File: src/rtl/busTgtPkg.sv
package busTgtPkg;

  // Command codes seen on the command lanes in the address clock
  localparam logic [3:0] CMD_IO_RD  = 4'b0010;
  localparam logic [3:0] CMD_IO_WR  = 4'b0011;
  localparam logic [3:0] CMD_CFG_RD = 4'b1010;
  localparam logic [3:0] CMD_CFG_WR = 4'b1011;

  typedef enum logic [1:0] {
    ST_IDLE,   // bus free, looking for an address clock
    ST_SKIP,   // someone else's transfer in progress
    ST_BUSY,   // claimed, data phases running
    ST_TURN    // driving control lines high one clock before release
  } tgtState_t;

  // Strobes from control to datapath
  typedef struct packed {
    logic capAddr;   // latch address, space and direction
    logic doWrite;   // commit write data at current index
    logic advance;   // move to the next dword
    logic loadRead;  // load read register from next index
  } dpStrobe_t;

endpackage

File: src/rtl/busTgtData.sv
module busTgtData
  import busTgtPkg::*;
#(
  parameter logic [15:0] VENDOR_ID  = 16'h1D0F,
  parameter logic [15:0] DEVICE_ID  = 16'hA53C,
  parameter int          IO_DWORDS  = 4,
  parameter int          CFG_DWORDS = 64
) (
  input  logic        clk,
  input  logic        rstN,
  input  logic [31:0] adIn,
  input  logic [3:0]  cbeN,
  input  logic        idSel,
  input  dpStrobe_t   stb,
  output logic        hitNow,
  output logic        isReadNow,
  output logic        isRead,
  output logic        atEnd,
  output logic [31:0] adOut
);

  localparam int IO_IDX_W  = $clog2(IO_DWORDS);
  localparam int CFG_IDX_W = $clog2(CFG_DWORDS);
  localparam int IDX_W     = CFG_IDX_W;
  localparam int IO_LSB    = IO_IDX_W + 2;
  localparam logic [IO_IDX_W-1:0] IO_LAST  = IO_IDX_W'(IO_DWORDS - 1);
  localparam logic [IDX_W-1:0]    CFG_LAST = IDX_W'(CFG_DWORDS - 1);
  localparam logic [IDX_W-1:0]    ID_IDX   = IDX_W'(0);
  localparam logic [IDX_W-1:0]    CMD_IDX  = IDX_W'(1);
  localparam logic [IDX_W-1:0]    BASE_IDX = IDX_W'(4);

  logic [15:0]                  cmdReg;
  logic [31:IO_LSB]             baseReg;
  logic [IO_DWORDS-1:0][31:0]   ioRegs;
  logic                         spaceCfg;
  logic [IDX_W-1:0]             idx;
  logic [IDX_W-1:0]             idxNext;
  logic                         ioCmd;
  logic                         cfgCmd;
  logic                         ioHit;
  logic                         cfgHit;
  logic [31:0]                  curWord;
  logic [31:0]                  nextWord;
  logic [31:0]                  wrMerged;

  function automatic logic [31:0] rdWord(input logic cfg, input logic [IDX_W-1:0] i);
    logic [31:0] r;
    r = '0;
    if (cfg) begin
      if (i == ID_IDX)        r = {DEVICE_ID, VENDOR_ID};
      else if (i == CMD_IDX)  r = {16'h0000, cmdReg};
      else if (i == BASE_IDX) r = {baseReg, {(IO_LSB-1){1'b0}}, 1'b1};
    end else begin
      r = ioRegs[i[IO_IDX_W-1:0]];
    end
    return r;
  endfunction

  function automatic logic [31:0] mergeBytes(input logic [31:0] oldW,
                                             input logic [31:0] newW,
                                             input logic [3:0]  enN);
    logic [31:0] r;
    for (int b = 0; b < 4; b++)
      r[b*8 +: 8] = enN[b] ? oldW[b*8 +: 8] : newW[b*8 +: 8];
    return r;
  endfunction

  // Address decode in the address clock
  always_comb begin
    ioCmd     = (cbeN[3:1] == CMD_IO_RD[3:1]);
    cfgCmd    = (cbeN[3:1] == CMD_CFG_RD[3:1]);
    ioHit     = ioCmd && cmdReg[0] && (adIn[31:IO_LSB] == baseReg);
    cfgHit    = cfgCmd && idSel && (adIn[1:0] == 2'b00);
    hitNow    = ioHit || cfgHit;
    isReadNow = !cbeN[0];
  end

  always_comb begin
    idxNext  = stb.advance ? idx + IDX_W'(1) : idx;
    curWord  = rdWord(spaceCfg, idx);
    nextWord = rdWord(spaceCfg, idxNext);
    wrMerged = mergeBytes(curWord, adIn, cbeN);
    atEnd    = spaceCfg ? (idx == CFG_LAST) : (idx[IO_IDX_W-1:0] == IO_LAST);
  end

  always_ff @(posedge clk or negedge rstN) begin
    if (!rstN) begin
      cmdReg   <= '0;
      baseReg  <= '0;
      ioRegs   <= '0;
      spaceCfg <= 1'b0;
      isRead   <= 1'b0;
      idx      <= '0;
      adOut    <= '0;
    end else begin
      if (stb.capAddr) begin
        spaceCfg <= cfgCmd;
        isRead   <= isReadNow;
        idx      <= cfgCmd ? adIn[CFG_IDX_W+1:2] : IDX_W'(adIn[IO_LSB-1:2]);
      end else begin
        idx <= idxNext;
      end
      if (stb.doWrite) begin
        if (spaceCfg) begin
          if (idx == CMD_IDX)       cmdReg  <= wrMerged[15:0];
          else if (idx == BASE_IDX) baseReg <= wrMerged[31:IO_LSB];
        end else begin
          ioRegs[idx[IO_IDX_W-1:0]] <= wrMerged;
        end
      end
      if (stb.loadRead) adOut <= nextWord;
    end
  end


  no_byte_write_chk: assert property (@(posedge clk) disable iff (!rstN)
    (stb.doWrite && !spaceCfg && cbeN == 4'hF) |=> $stable(ioRegs));


  io_enable_chk: assert property (@(posedge clk) disable iff (!rstN)
    (stb.capAddr && !cbeN[3]) |-> cmdReg[0]);


  cfg_select_chk: assert property (@(posedge clk) disable iff (!rstN)
    (stb.capAddr && cbeN[3]) |-> (idSel && adIn[1:0] == 2'b00));

endmodule

File: src/rtl/busTgtCtrl.sv
module busTgtCtrl
  import busTgtPkg::*;
(
  input  logic      clk,
  input  logic      rstN,
  input  logic      frameN,
  input  logic      irdyN,
  input  logic      waitIn,
  input  logic      stopReq,
  input  logic      hitNow,
  input  logic      isRead,
  input  logic      atEnd,
  output dpStrobe_t stb,
  output logic      devselN,
  output logic      trdyN,
  output logic      stopN,
  output logic      ctlOe,
  output logic      adOe
);

  tgtState_t state, stNext;
  logic frameQ;
  logic devNext, trdyNext, stopNext, ctlNext, adOeNext;
  logic addrPhase, xfer, finish, trdyHold;

  always_comb begin
    addrPhase = !frameN && frameQ;
    xfer      = (state == ST_BUSY) && !irdyN && !trdyN;
    finish    = (state == ST_BUSY) && !irdyN && frameN && (xfer || !stopN);
    trdyHold  = !trdyN && !xfer;
  end

  always_comb begin
    stNext   = state;
    devNext  = devselN;
    trdyNext = trdyN;
    stopNext = stopN;
    ctlNext  = ctlOe;
    adOeNext = adOe;
    stb      = '0;
    unique case (state)
      ST_IDLE, ST_TURN: begin
        stNext   = ST_IDLE;
        devNext  = 1'b1;
        trdyNext = 1'b1;
        stopNext = 1'b1;
        adOeNext = 1'b0;
        ctlNext  = 1'b0;
        if (addrPhase) begin
          if (hitNow) begin
            stNext      = ST_BUSY;
            devNext     = 1'b0;
            ctlNext     = 1'b1;
            stb.capAddr = 1'b1;
          end else begin
            stNext = ST_SKIP;
          end
        end
      end
      ST_SKIP: begin
        if (frameN && irdyN) stNext = ST_IDLE;
      end
      ST_BUSY: begin
        stb.advance = xfer;
        stb.doWrite = xfer && !isRead;
        if (finish) begin
          stNext   = ST_TURN;
          devNext  = 1'b1;
          trdyNext = 1'b1;
          stopNext = 1'b1;
          adOeNext = 1'b0;
        end else begin
          adOeNext = isRead;
          if (!stopN || trdyHold) begin
            // keep stop, or keep a pending ready until the word moves
          end else if ((xfer && atEnd) || stopReq) begin
            stopNext = 1'b0;
            trdyNext = 1'b1;
          end else begin
            trdyNext     = waitIn;
            stb.loadRead = 1'b1;
          end
        end
      end
      default: stNext = ST_IDLE;
    endcase
  end

  always_ff @(posedge clk or negedge rstN) begin
    if (!rstN) begin
      state   <= ST_IDLE;
      frameQ  <= 1'b1;
      devselN <= 1'b1;
      trdyN   <= 1'b1;
      stopN   <= 1'b1;
      ctlOe   <= 1'b0;
      adOe    <= 1'b0;
    end else begin
      state   <= stNext;
      frameQ  <= frameN;
      devselN <= devNext;
      trdyN   <= trdyNext;
      stopN   <= stopNext;
      ctlOe   <= ctlNext;
      adOe    <= adOeNext;
    end
  end


  trdy_hold_chk: assert property (@(posedge clk) disable iff (!rstN)
    (!trdyN && irdyN) |=> !trdyN);


  stop_no_trdy_chk: assert property (@(posedge clk) disable iff (!rstN)
    !stopN |-> trdyN);


  ad_owner_chk: assert property (@(posedge clk) disable iff (!rstN)
    adOe |-> (!devselN && ctlOe));


  turnaround_chk: assert property (@(posedge clk) disable iff (!rstN)
    $fell(devselN) |-> !adOe);


  release_chk: assert property (@(posedge clk) disable iff (!rstN)
    (!devselN && !irdyN && frameN && (!trdyN || !stopN)) |=> (devselN && ctlOe));


  idle_quiet_chk: assert property (@(posedge clk) disable iff (!rstN)
    !ctlOe |-> (devselN && trdyN && stopN));

endmodule

File: src/rtl/busTgtTop.sv
module busTgtTop
  import busTgtPkg::*;
#(
  parameter logic [15:0] VENDOR_ID  = 16'h1D0F,
  parameter logic [15:0] DEVICE_ID  = 16'hA53C,
  parameter int          IO_DWORDS  = 4,
  parameter int          CFG_DWORDS = 64
) (
  input  logic        clk,
  input  logic        rstN,
  input  logic        frameN,
  input  logic        irdyN,
  input  logic        idSel,
  input  logic [3:0]  cbeN,
  input  logic [31:0] adIn,
  input  logic        waitIn,
  input  logic        stopReq,
  output logic [31:0] adOut,
  output logic        adOe,
  output logic        devselN,
  output logic        trdyN,
  output logic        stopN,
  output logic        ctlOe
);

  dpStrobe_t stb;
  logic hitNow, isReadNow, isRead, atEnd;

  busTgtData #(
    .VENDOR_ID (VENDOR_ID),
    .DEVICE_ID (DEVICE_ID),
    .IO_DWORDS (IO_DWORDS),
    .CFG_DWORDS(CFG_DWORDS)
  ) i_data (
    .clk      (clk),
    .rstN     (rstN),
    .adIn     (adIn),
    .cbeN     (cbeN),
    .idSel    (idSel),
    .stb      (stb),
    .hitNow   (hitNow),
    .isReadNow(isReadNow),
    .isRead   (isRead),
    .atEnd    (atEnd),
    .adOut    (adOut)
  );

  busTgtCtrl i_ctrl (
    .clk    (clk),
    .rstN   (rstN),
    .frameN (frameN),
    .irdyN  (irdyN),
    .waitIn (waitIn),
    .stopReq(stopReq),
    .hitNow (hitNow),
    .isRead (isRead),
    .atEnd  (atEnd),
    .stb    (stb),
    .devselN(devselN),
    .trdyN  (trdyN),
    .stopN  (stopN),
    .ctlOe  (ctlOe),
    .adOe   (adOe)
  );

endmodule

File: config.mk
export PLATFORM = sky130hd
export DESIGN_NAME = busTgtTop
export DESIGN_NICKNAME = d
export VERILOG_FILES = /design/src/rtl/busTgtPkg.sv /design/src/rtl/busTgtData.sv /design/src/rtl/busTgtCtrl.sv /design/src/rtl/busTgtTop.sv
export SDC_FILE = /design/constraint.sdc
export NUM_CORES = 1
export LEC_CHECK = 0
export BUFFER_PORTS_ARGS = -buffer_cell sky130_fd_sc_hd__buf_2
export CORE_ASPECT_RATIO = 0.8
export CORE_MARGIN = 1.5
export CORE_UTILIZATION = 60
export DETAILED_ROUTE_END_ITERATION = 8
export PLACE_DENSITY = 0.81
export SYNTH_ARGS = -nofsm -noshare
export SYNTH_HDL_FRONTEND = slang
export SYNTH_HIERARCHICAL = 1
export SYNTH_SLANG_ARGS = --single-unit
File: constraint.sdc
create_clock -name clk -period 5.55 [get_ports clk]
set_clock_uncertainty 0.05 [all_clocks]
set_input_delay 0.2775 -clock clk [delete_from_list [all_inputs] [get_ports clk]]
set_output_delay 0.2775 -clock clk [all_outputs]
set_load 0.03 [all_outputs]
==> key figures, run 1 <==
Finish
  • Final #Nets: approximately 1300
  • Finished Layout Cells: between 1000 and 1500
  • Area Overhead vs Synth: 11.0%
  • Fraction of layout cells with a size suffix above 1: between 10% and 20%
  • N_diodes: 0
  • Utilization after layout: between 60 and 70%
  • Area of the multi-input gates: around 5700 sq um
  • Final-layout fill cell count: about 1400
  • FF+latch area: between 5000 and 6000 sq um

Routing
  • DRC: 0
  • Routed wire length: between 30000 and 40000 um
  • Routed WL per cell: ~23 um
  • Initial DRC count: roughly 1200
  • Via density: ~6.7
  • Post-DRT Antenna Nets: 0
  • Drt pass-1 iters: 5
  • Vias: 10000

Worst setup path
  • Most frequent CP cell: nor2b_1
  • Crit-path leading delay family: simple AND/OR/NAND/NOR gates
  • CP Buf/Inv Count: 1
  • Setup crit end kind: flip-flop
  • Critical-path maximum fanout: 54
  • WP data required: ~5.9 ns
  • Max stage delay on crit path: ~0.85 ns
  • CP startpoint kind: flip-flop
  • Slowest CP cell: nor3b_2
  • WP data arrival: between 4 and 5 ns
  • Crit-path cells: inv_1 -> ha_1 -> nor3b_2 -> nor2b_1 -> nor2b_1 -> nand2_2 -> o21ai_0
  • WS Path Type: flip-flop to flip-flop

STA
  • Final setup violation count: 0
  • TNS Setup: 0 ns
  • FMAX: 251 MHz
  • Final hold viol count: 0
  • Minimum clock period after layout: approximately 4.0 ns
  • Worst Slack Setup Final: roughly 1.6 ns
  • Final count of pins violating max slew: 0
  • Slew @ Worst Pin: around 1.2 ns
  • RSZ-0062 raised after global routing: no
  • Tcrit/Tclk final: 71.9%
  • Relative slew slack: between 10% and 20%

Clock network
  • Cts repair resizes: 0
  • Total clock sinks: 220
  • H-Tree Depth: 1
  • CTS tree: done
  • Worst-path clk slew: ~0.070 ns
  • Num CTS Buffers: 23
  • Clock Path Buffers: 3
  • Worst skew pair latency: about 0.52 ns
  • Clock root buffer: clkbuf_16

Yosys
  • Synth top area share: 46.2%
  • Yosys reg bits: 220
  • Post-synth top cells: dfrtp_1, o21ai_0, nand2_1
  • Syn_area_per_cell: between 9 and 10 sq um
  • FFs w/ async S/R, synth: 100%
  • Post-synth top flop: dfrtp_1
  • Post-synthesis mux area share: between 10% and 20%
  • Top area cells in the synthesized netlist: dfrtp_1, o21ai_0, mux4_2
  • Synth Area in XOR/XNOR: under 10%
  • Most numerous cell in the Yosys netlist: dfrtp_1
  • Yosys top cell by area: dfrtp_1
  • Post-synth EDFFs: 0
  • Synth Area in Compound Gates: a little over 20%
  • Adder-cell share of the synthesized area: 0.748%
  • Largest family of logic cells by synthesized area: compound AO/OA/AOI/OAI gates
  • Post-synth cell types: 73
  • Mapped cell area: about 12000 sq um
  • Simple logic cell fraction of the synthesized area: roughly 12%
  • Yosys warns: 6
  • Syn Nets: around 1200
  • Register area share after synthesis: between 40% and 50%
  • Mapped Cells: 1176

GRT
  • Initial antenna violation count: 0
  • GR Util All Layers: between 30% and 40%
  • First-pass GRT wire length: roughly 54000 um
  • Total gr overflow: 0
  • Vias in the first global route: 9633
  • Largest net degree at the start of global routing: 123

Place
  • Final HPWL from detailed placement: around 21000 um
  • Port buffer count: slightly below 80
  • GPL Wtd Cong: between 0.8 and 0.9
  • Placed cells: ~1400
  • Pre-CTS WS: about 1.7 ns

Floorplan
  • Core area: 19000 sq um
  • Die X: 159 um
  • Die Ht: between 100 and 150 um
  • Die ar.: between 20000 and 25000 sq um
  • IO Count: 80
  • FP Rows: 45
  • Starting density of the core: between 60% and 70%

Pwr
  • Lkg Pwr: just under 6 nW
  • Pwr Density: ~280 nW/um^2
  • Final Power: 3.68 mW
  • Peak VDD IR: 0.178 mV

Run
  • Max-cap violation count: 0

Outcome
  • Run status: completed

Hold path
  • Min-Delay Path Class: input pin to flip-flop
-- cell type report --
cell class / instances / area share (%)
timing repair buffer: 106 / 4.83
clock inverter: 10 / 0.655
inverter: 15 / 0.433
multi-input combinational: 850 / 44.0
clock buffer: 32 / 5.15
tap: 258 / 2.48
sequential: 220 / 42.4
-- layout by cell type, fill, tap and decap left out, drive strengths merged, types with 3 or more instances in the layout --
cell type,n
a211oi,8
a21oi,74
a221oi,19
a31oi,9
a32oi,16
a41oi,8
and2,16
and3,4
buf,98
clkbuf,32
clkinv,10
dfrtp,216
dfstp,4
dlygate4sd3,8
ha,7
inv,14
mux2i,33
mux4,47
nand2,183
nand2b,6
nand3,13
nand4,10
nor2,59
nor2b,12
nor3,5
nor4,5
o211ai,5
o21ai,218
o221a,3
o22ai,22
xnor2,22
xor2,12
-- registers in the layout, indices dropped and copies added (netlist names) --
signal and cells:
i_data/adOut 32, i_data/cmdReg 16, i_ctrl/state 2, i_data/baseReg 28, i_ctrl/trdyN 1, i_data/ioRegs 128
i_data/idx 6, i_data/isRead 1, i_ctrl/frameQ 1, i_ctrl/stopN 1, i_data/spaceCfg 1, i_ctrl/ctlOe 1
i_ctrl/devselN 1, i_ctrl/adOe 1
-- worst reg2reg max path, delay by kind of cell, from the launching register on --
| family | cells | cell delay, ns |
|---|---|---|
| AO/OA/AOI/OAI | 1 | 0.53 |
| flip-flops | 1 | 0.40 |
| AND/OR/NAND/NOR | 4 | 2.50 |
| adder cells (fa/ha/maj) | 1 | 0.31 |
| buffers and inverters | 1 | 0.09 |
-- power breakdown --
group / leakage [nW] / switching [mW] / internal (mW) / total (mW)
logic: 2.44 / 0.348 / 0.138 / 0.485
registers: 3.04 / 0.0202 / 1.63 / 1.65
clock network: 0.382 / 0.656 / 0.893 / 1.55
-- kinds of logic (layout without fill, tap and decap cells) --
family	Yosys count	after routing
buffers and inverters	106	163
multiplexers	82	82
AND/OR/NAND/NOR	326	326
flip-flops	220	220
adder cells (fa/ha/maj)	7	7
XOR/XNOR	34	34
AO/OA/AOI/OAI	401	401
-- routing by layer --
metal / GRT usage, % / vias to the layer above / part of all wire, %
li1: - / 4379 / -
met5: 0 / - / 0
met4: 12.5 / 0 / 3.7
met3: 8.09 / 115 / 11
met2: 52.3 / 628 / 45
met1: 48.4 / 4892 / 40
-- stage by stage --
stage / cell area, sq um / hold WS [ns]
finish: 13000 / 0.0404
global route: 13000 / 0.0429
CTS: 13000 / 0.0282
detailed placement: 12200 / 0.384
global placement: 12200 / 0.383
floorplan: 11700 / -0.0681
-- final timing paths --
path,startpoint,end,slack [ns],cells after the start
setup / recovery,i_ctrl/state[0],i_data/ioRegs[70],1.56,7
hold / removal,waitIn,i_ctrl/trdyN,0.04,3
setup reg to reg,i_ctrl/state[0],i_data/ioRegs[70],1.56,7
hold reg to reg,i_data/adOut[20],i_data/adOut[20],0.45,2
max in group asynchronous,rstN,i_data/baseReg[17],3.76,3
min in group asynchronous,rstN,i_data/ioRegs[13],0.42,2
-- what timing repair did --
item / in CTS / in global routing
hold endpoints to repair: 123 / 0
buffers inserted: 0 / 0
hold buffers: 8 / 0
No activity file was read; power rests on OpenSTA's default activity.
==> run 2: changes to the inputs <==
- CORE_UTILIZATION: 60 -> 55
- PLACE_DENSITY: 0.81 -> 0.78
- clock period: 5.55 -> 3.3 ns (I/O delays scaled with it)
==> run 2 against run 1 <==
  * Critical path depth up 2
  * Total power up 69%
  * Core utilization is 4.3 points lower
  * Final cell count is 2.6% higher
  * First-iteration DRC count shrank 14%
  * Highest routed layer unchanged
==> key figures, run 2 (synthesis gave the netlist of run 1 again) <==
Outcome
  • Run status: completed

Floorplan
  • Core area: 20800 sq um (+9.1%)
  • FP Rows: 47 (+4.4%)
  • Die X: 166 um (+4.4%)
  • Die ar.: 22200 sq um (+8.9%)
  • IO Count: 80 (unchanged)
  • Starting density of the core: 56.4% (-5.1 points)
  • Die Ht: 134 um (+4.3%)

GRT
  • GR Util met3: 6.09% (-2.0 points)
  • Vias in the first global route: 9689 (+0.58%)
  • Largest net degree at the start of global routing: 118 (-4.1%)
  • First-pass GRT wire length: 54800 um (+1.4%)
  • Total gr overflow: 0 (unchanged)
  • GR Util All Layers: 31.7% (-2.6 points)
  • Met2 Usage GRT: 48.8% (-3.6 points)
  • GR peak layer: met2
  • M1 GR Usage: 45.2% (-3.2 points)
  • Initial antenna violation count: 0 (unchanged)

Routing
  • DRC: 0 (unchanged)
  • Vias: 10000 (+0.040%)
  • Initial DRC count: 1066 (-14%)
  • Via density: 6.55 (-2.5%)
  • Post-DRT Antenna Nets: 0 (unchanged)
  • Routed wire length: 34700 um (+2.1%)
  • Drt pass-1 iters: 5 (unchanged)
  • Routed WL per cell: 22.7 um (-0.49%)

Finish
  • Most frequent cells in the layout: dfrtp_1, o21ai_0, nand2_1
  • Largest register FFs: 128 (unchanged)
  • N_diodes: 0 (unchanged)
  • Commonest non-fill, non-tap cell in the layout: dfrtp_1
  • Final #Nets: 1294 (+2.2%)
  • Top reg by flops: i_data/ioRegs
  • Largest regs: i_data/ioRegs: 128 flops, i_data/adOut: 32 flops, i_data/baseReg: 28 flops
  • Area Overhead vs Synth: 13.5%
  • Utilization after layout: 64.1% (-4.3 points)
  • Final-layout fill cell count: 1608 (+12%)
  • Fraction of layout cells with a size suffix above 1: 17.8% (+1.2 points)
  • Fin area: 13300 sq um (+2.3%)
  • Finished Layout Cells: 1530 (+2.6%)

Pwr
  • Peak VDD IR: 0.478 mV (+170%)
  • Pwr Density: 467 nW/um^2 (+65%)
  • Lkg Pwr: 6.01 nW (+2.5%)
  • Final Power: 6.20 mW (+69%)

Clock network
  • Clock root buffer: clkbuf_16
  • Worst skew pair latency: 0.52 ns (about the same)
  • Total clock sinks: 220 (unchanged)
  • CTS tree: done
  • H-Tree Depth: 1 (unchanged)
  • Worst-path clk slew: 0.06 ns (about the same)
  • Num CTS Buffers: 23 (unchanged)
  • Clock Path Buffers: 3 (unchanged)

Hold path
  • Hold_sp: stopReq
  • Min-Delay Path Class: input pin to flip-flop
  • WHS Path Cells: 3 (unchanged)
  • Hold EP: i_ctrl/stopN

Worst setup path
  • Slowest CP cell: a22oi_4
  • Reg2Reg Launch Point: i_ctrl/state[0]
  • Crit-path leading delay family: compound AO/OA/AOI/OAI gates
  • Worst reg2reg path depth: 9 (+2)
  • Critical-path maximum fanout: 15 (-72%)
  • WS Path Type: flip-flop to flip-flop
  • Flop2flop setup slack: 0.24 ns (-1.32 ns)
  • CP Buf/Inv Count: 2 (+1)
  • WP data required: 3.67 ns (-2.23 ns)
  • Max stage delay on crit path: 0.58 ns (-0.27 ns)
  • WP data arrival: 3.43 ns (-0.91 ns)
  • CP startpoint kind: flip-flop
  • Reg2reg end: i_data/adOut[1]
  • Setup crit end kind: flip-flop
  • Crit-path cells: inv_1 -> ha_1 -> nor3b_2 -> buf_4 -> and3b_1 -> nand4_1 -> a22oi_4 -> a21oi_1 -> a221oi_1

STA
  • TNS Setup: 0 ns (unchanged)
  • FMAX: 327 MHz (+31%)
  • WHS: 0.0171 ns (-0.0233 ns)
  • Slew @ Worst Pin: 1.16 ns (-0.0473 ns)
  • Relative slew slack: 22.6% (+3.5 points)
  • Minimum clock period after layout: 3.06 ns (-0.934 ns)
  • Final setup violation count: 0 (unchanged)
  • Final hold viol count: 0 (unchanged)
  • Worst Slack Setup Final: 0.243 ns (-1.32 ns)
  • RSZ-0062 raised after global routing: no
  • Final count of pins violating max slew: 0 (unchanged)
  • Tcrit/Tclk final: 92.6% (+21 points)

Place
  • GPL Wtd Cong: 0.896 (+0.87%)
  • Final HPWL from detailed placement: 22700 um (+7.2%)
  • Placed cells: 1474 (+2.3%)
  • Port buffer count: 79 (unchanged)
  • Post-DP Area: 12400 sq um (+2.0%)
  • Pre-CTS WS: 0.364 ns (-1.30 ns)

Run
  • Max-cap violation count: 0 (unchanged)
run 2: cell count changes in the layout (fill, tap and decap cells not counted):
cell,change
buf_12,+5
buf_4,+17
clkbuf_1,+2
clkinv_2,-2
clkinvlp_4,+1
dlygate4sd3_1,+6
inv_8,-1
nand3_1,-1
nand3_2,+1
nor2b_1,+1
nor2b_2,-1
run 2: timing repair:
action,CTS,global route
setup buffers,0,0
endpoints found under the hold margin,157,0
hold buffers,14,0
gates resized for setup,0,0
run 2: layout make-up:
class,count,area [sq um],share of cell area [%]
timing repair buffer,134,916,6.89
clock buffer,34,677,5.09
multi-input combinational,850,5730,43.1
tap,269,337,2.53
clock inverter,8,71.3,0.536
inverter,15,56.3,0.423
sequential,220,5510,41.5
run 2: worst max path at each step:
stage	end	depth (start not counted)	startpoint
after floorplan	i_data/adOut[10]	12	i_data/spaceCfg
after global placement	i_data/adOut[17]	11	i_ctrl/state[0]
after detailed placement	i_data/adOut[17]	11	i_ctrl/state[0]
after CTS	i_data/adOut[1]	9	i_ctrl/state[0]
after global routing	i_data/adOut[5]	10	i_data/idx[2]
final	i_data/adOut[1]	9	i_ctrl/state[0]
run 2: per-layer routing:
layer | part of all wire (%) | vias to the layer above
met5 | 0 | -
met4 | 3.4 | 0
met3 | 11 | 105
met2 | 45 | 598
met1 | 41 | 4876
li1 | - | 4439
run 2: worst register-to-register path: cells and delay by family, from the launching register on:
kind / cells / cell delay, ns
AOI/OAI and AO/OA: 3 / 1.19
adders and majority gates: 1 / 0.34
buffers and inverters: 2 / 0.33
DFF: 1 / 0.40
and+or+nand+nor: 3 / 0.66
run 2: power breakdown:
group	switching (mW)	internal, mW	leakage [nW]	total, mW
combinational	0.590	0.262	2.60	0.851
clock	1.08	1.50	0.371	2.58
sequential	0.0372	2.73	3.04	2.77
==> run 3: changes to the inputs <==
- ABC_AREA: default -> 1
==> run 3 against run 2 <==
  * Total power rose by 7.1%
  * Setup slack improved by 0.21 ns
  * Die area rose by 3.9%
  * Fmax rose by 7.3%
==> key figures, run 3 <==
Routing
  • Routed WL per cell: 19.6 um (-14%)
  • Drt pass-1 iters: 7 (+2)
  • DRC: 0 (unchanged)
  • Routed wire length: 39000 um (+13%)
  • Post-DRT Antenna Nets: 0 (unchanged)
  • Initial DRC count: 1493 (+40%)
  • Via density: 6.06 (-7.4%)
  • Vias: 12100 (+21%)

Worst setup path
  • Setup crit end kind: flip-flop
  • Slowest CP cell: dfrtp_1
  • WS Path Type: flip-flop to flip-flop
  • Most frequent CP cell: nand2_1
  • Crit-path leading delay family: simple AND/OR/NAND/NOR gates
  • WP data arrival: 3.24 ns (-0.19 ns)
  • CP startpoint kind: flip-flop
  • WP data required: 3.70 ns (+0.03 ns)
  • Critical-path maximum fanout: 15 (unchanged)
  • Max stage delay on crit path: 0.41 ns (-0.17 ns)
  • Crit-path cells: inv_1 -> ha_1 -> nand3_1 -> inv_1 -> nand2_2 -> inv_2 -> nor2_4 -> nor2_8 -> nand2_2 -> nor2_4 -> nand2_4 -> clkinv_2 -> nand2_1 -> nand2_1 -> nand3_1 -> nand2_1
  • CP Buf/Inv Count: 4 (+2)

Yosys
  • FFs w/ async S/R, synth: 100% (unchanged)
  • Synth top area share: 44.4% (-1.8 points)
  • Mapped Cells: 1655 (+41%)
  • Post-synth top cells: nand2_1, o21ai_0, dfrtp_1
  • Post-synth top flop: dfrtp_1
  • Yosys warns: 6 (unchanged)
  • Post-synth cell types: 42 (-42%)
  • Mapped cell area: 12200 sq um (+4.0%)
  • Post-synth EDFFs: 0 (unchanged)
  • Most numerous cell in the Yosys netlist: nand2_1
  • Register area share after synthesis: 45.3% (-1.8 points)
  • Yosys reg bits: 220 (unchanged)
  • Syn Nets: 1705 (+39%)
  • Syn_area_per_cell: 7.36 sq um (-26%)
  • Yosys top cell by area: dfrtp_1
  • Top area cells in the synthesized netlist: dfrtp_1, nand2_1, o21ai_0

Finish
  • Final-layout fill cell count: 1867 (+16%)
  • Fraction of layout cells with a size suffix above 1: 12.4% (-5.4 points)
  • Area of the multi-input gates: 5750 sq um (+0.44%)
  • Area Overhead vs Synth: 13.0%
  • Largest register FFs: 128 (unchanged)
  • Top reg by flops: i_data/ioRegs
  • Final #Nets: 1752 (+35%)
  • N_diodes: 0 (unchanged)
  • Largest regs: i_data/ioRegs: 128 flops, i_data/adOut: 32 flops, i_data/baseReg: 28 flops
  • Commonest non-fill, non-tap cell in the layout: nand2_1
  • FF+latch area: 5510 sq um (about the same)
  • Most frequent cells in the layout: nand2_1, o21ai_0, dfrtp_1

Floorplan
  • FP Rows: 48 (+2.1%)
  • Die ar.: 23000 sq um (+3.9%)
  • Die X: 169 um (+1.9%)
  • Starting density of the core: 56.3% (-0.11 points)
  • IO Count: 80 (unchanged)
  • Core area: 21600 sq um (+4.2%)
  • Die Ht: 136 um (+1.9%)

STA
  • FMAX: 351 MHz (+7.3%)
  • Relative slew slack: 45.4% (+23 points)
  • Final hold viol count: 0 (unchanged)
  • Final count of pins violating max slew: 0 (unchanged)
  • Final setup violation count: 0 (unchanged)
  • RSZ-0062 raised after global routing: no
  • Worst Slack Setup Final: 0.452 ns (+0.209 ns)
  • Tcrit/Tclk final: 86.3% (-6.3 points)
  • TNS Setup: 0 ns (unchanged)
  • WHS: 0.0195 ns (+0.00242 ns)
  • Minimum clock period after layout: 2.85 ns (-0.209 ns)
  • Slew @ Worst Pin: 0.816 ns (-0.343 ns)

Clock network
  • Worst skew pair latency: 0.51 ns (about the same)
  • Cts repair resizes: 0 (unchanged)
  • Clock root buffer: clkbuf_16
  • Clock Path Buffers: 3 (unchanged)
  • CTS Hold Buffers Added: 13 (-1)
  • H-Tree Depth: 1 (unchanged)
  • Total setup buffers inserted after CTS: 0 (unchanged)
  • Num CTS Buffers: 23 (unchanged)
  • Total clock sinks: 220 (unchanged)
  • Worst-path clk slew: 0.06 ns (about the same)
  • CTS tree: done

Place
  • GPL Wtd Cong: 0.944 (+5.4%)
  • Final HPWL from detailed placement: 24500 um (+8.2%)
  • Pre-CTS WS: 0.479 ns (+0.116 ns)
  • Port buffer count: 79 (unchanged)

Hold path
  • Min-Delay Path Class: input pin to flip-flop

GRT
  • Initial antenna violation count: 0 (unchanged)
  • Total gr overflow: 0 (unchanged)
  • Vias in the first global route: 11300 (+16%)
  • Largest net degree at the start of global routing: 83 (-30%)
  • First-pass GRT wire length: 61600 um (+12%)
  • GR Util All Layers: 34.4% (+2.8 points)

Pwr
  • Peak VDD IR: 0.537 mV (+12%)
  • Pwr Density: 483 nW/um^2 (+3.5%)
  • Lkg Pwr: 6.65 nW (+11%)

Outcome
  • Run status: completed

Run
  • Max-cap violation count: 0 (unchanged)
-- run 3: cell count changes in the layout (fill, tap and decap cells not counted), moves of 22 or more --
cell     previous run  this run
nor2_1             59        81
o21ai_0           186       274
a21oi_1            67        91
nand3_1            12       173
mux2i_1            32         0
inv_1              12       120
mux4_2             35         0
nand2_1           180       437
-- run 3: report_power, final --
part | switching [mW] | total (mW) | internal (mW)
Combinational | 0.732 | 0.996 | 0.264
Clock | 1.10 | 2.88 | 1.78
Sequential | 0.0397 | 2.77 | 2.73
Total | 1.87 | 6.65 | 4.77
-- run 3: path summary, 6_finish.rpt --
check / cells past startpoint / slack, ns / end / from
setup / recovery: 16 / 0.45 / i_data/adOut[20] / i_ctrl/state[0]
hold / removal: 3 / 0.02 / i_data/baseReg[18] / adIn[18]
setup reg to reg: 16 / 0.45 / i_data/adOut[20] / i_ctrl/state[0]
hold reg to reg: 2 / 0.43 / i_data/ioRegs[83] / i_data/ioRegs[83]
max in group asynchronous: 3 / 2.14 / i_ctrl/trdyN / rstN
min in group asynchronous: 2 / 0.20 / i_data/ioRegs[53] / rstN
-- run 3: layer usage --
| metal | track usage (%) | vias up | wire length, um |
|---|---|---|---|
| li1 | - | 5561 | - |
| met1 | 49.6 | 5564 | 16200 |
| met2 | 50.6 | 838 | 16400 |
| met3 | 8.79 | 111 | 5270 |
| met4 | 11.6 | 0 | 1230 |
| met5 | 0 | - | 0 |
-- run 3: cells by family after synthesis --
logic type / synth area share, %
AO/OA/AOI/OAI: 18.2
buffers and inverters: 7.64
XOR/XNOR: 1.08
AND/OR/NAND/NOR: 27.1
adder cells (fa/ha/maj): 0.719
flip-flops: 45.3
-- run 3: layout make-up --
class	count	share of cell area [%]
multi-input cells	1202	41.8
flip-flops and latches	220	40.1
repair buffers	125	6.06
clock buffers	30	4.74
inverters	130	3.56
well taps	275	2.50
clock inverters	10	1.30
-- run 3: worst register-to-register path: stages (launching register included) --
cell	delay [ns]
dfrtp_1	0.41
inv_1	0.07
ha_1	0.22
nand3_1	0.13
inv_1	0.22
nand2_2	0.16
inv_2	0.10
nor2_4	0.07
nor2_8	0.25
nand2_2	0.11
nor2_4	0.26
nand2_4	0.14
clkinv_2	0.30
nand2_1	0.09
nand2_1	0.07
nand3_1	0.06
nand2_1	0.09
-- run 3: through the flow --
step | std cells | total power [mW] | instance area [sq um] | util [%]
2_1_floorplan | 1655 | 3.42 | 12200 | -
3_3_place_gp | 1939 | 3.76 | 12800 | 59.2
3_5_place_dp | 1939 | 3.77 | 12800 | 59.2
4_1_cts | 1992 | 6.65 | 13800 | 63.6
5_1_grt | 1992 | 6.86 | 13800 | 63.6
6_report | 1992 | 6.65 | 13800 | 63.6
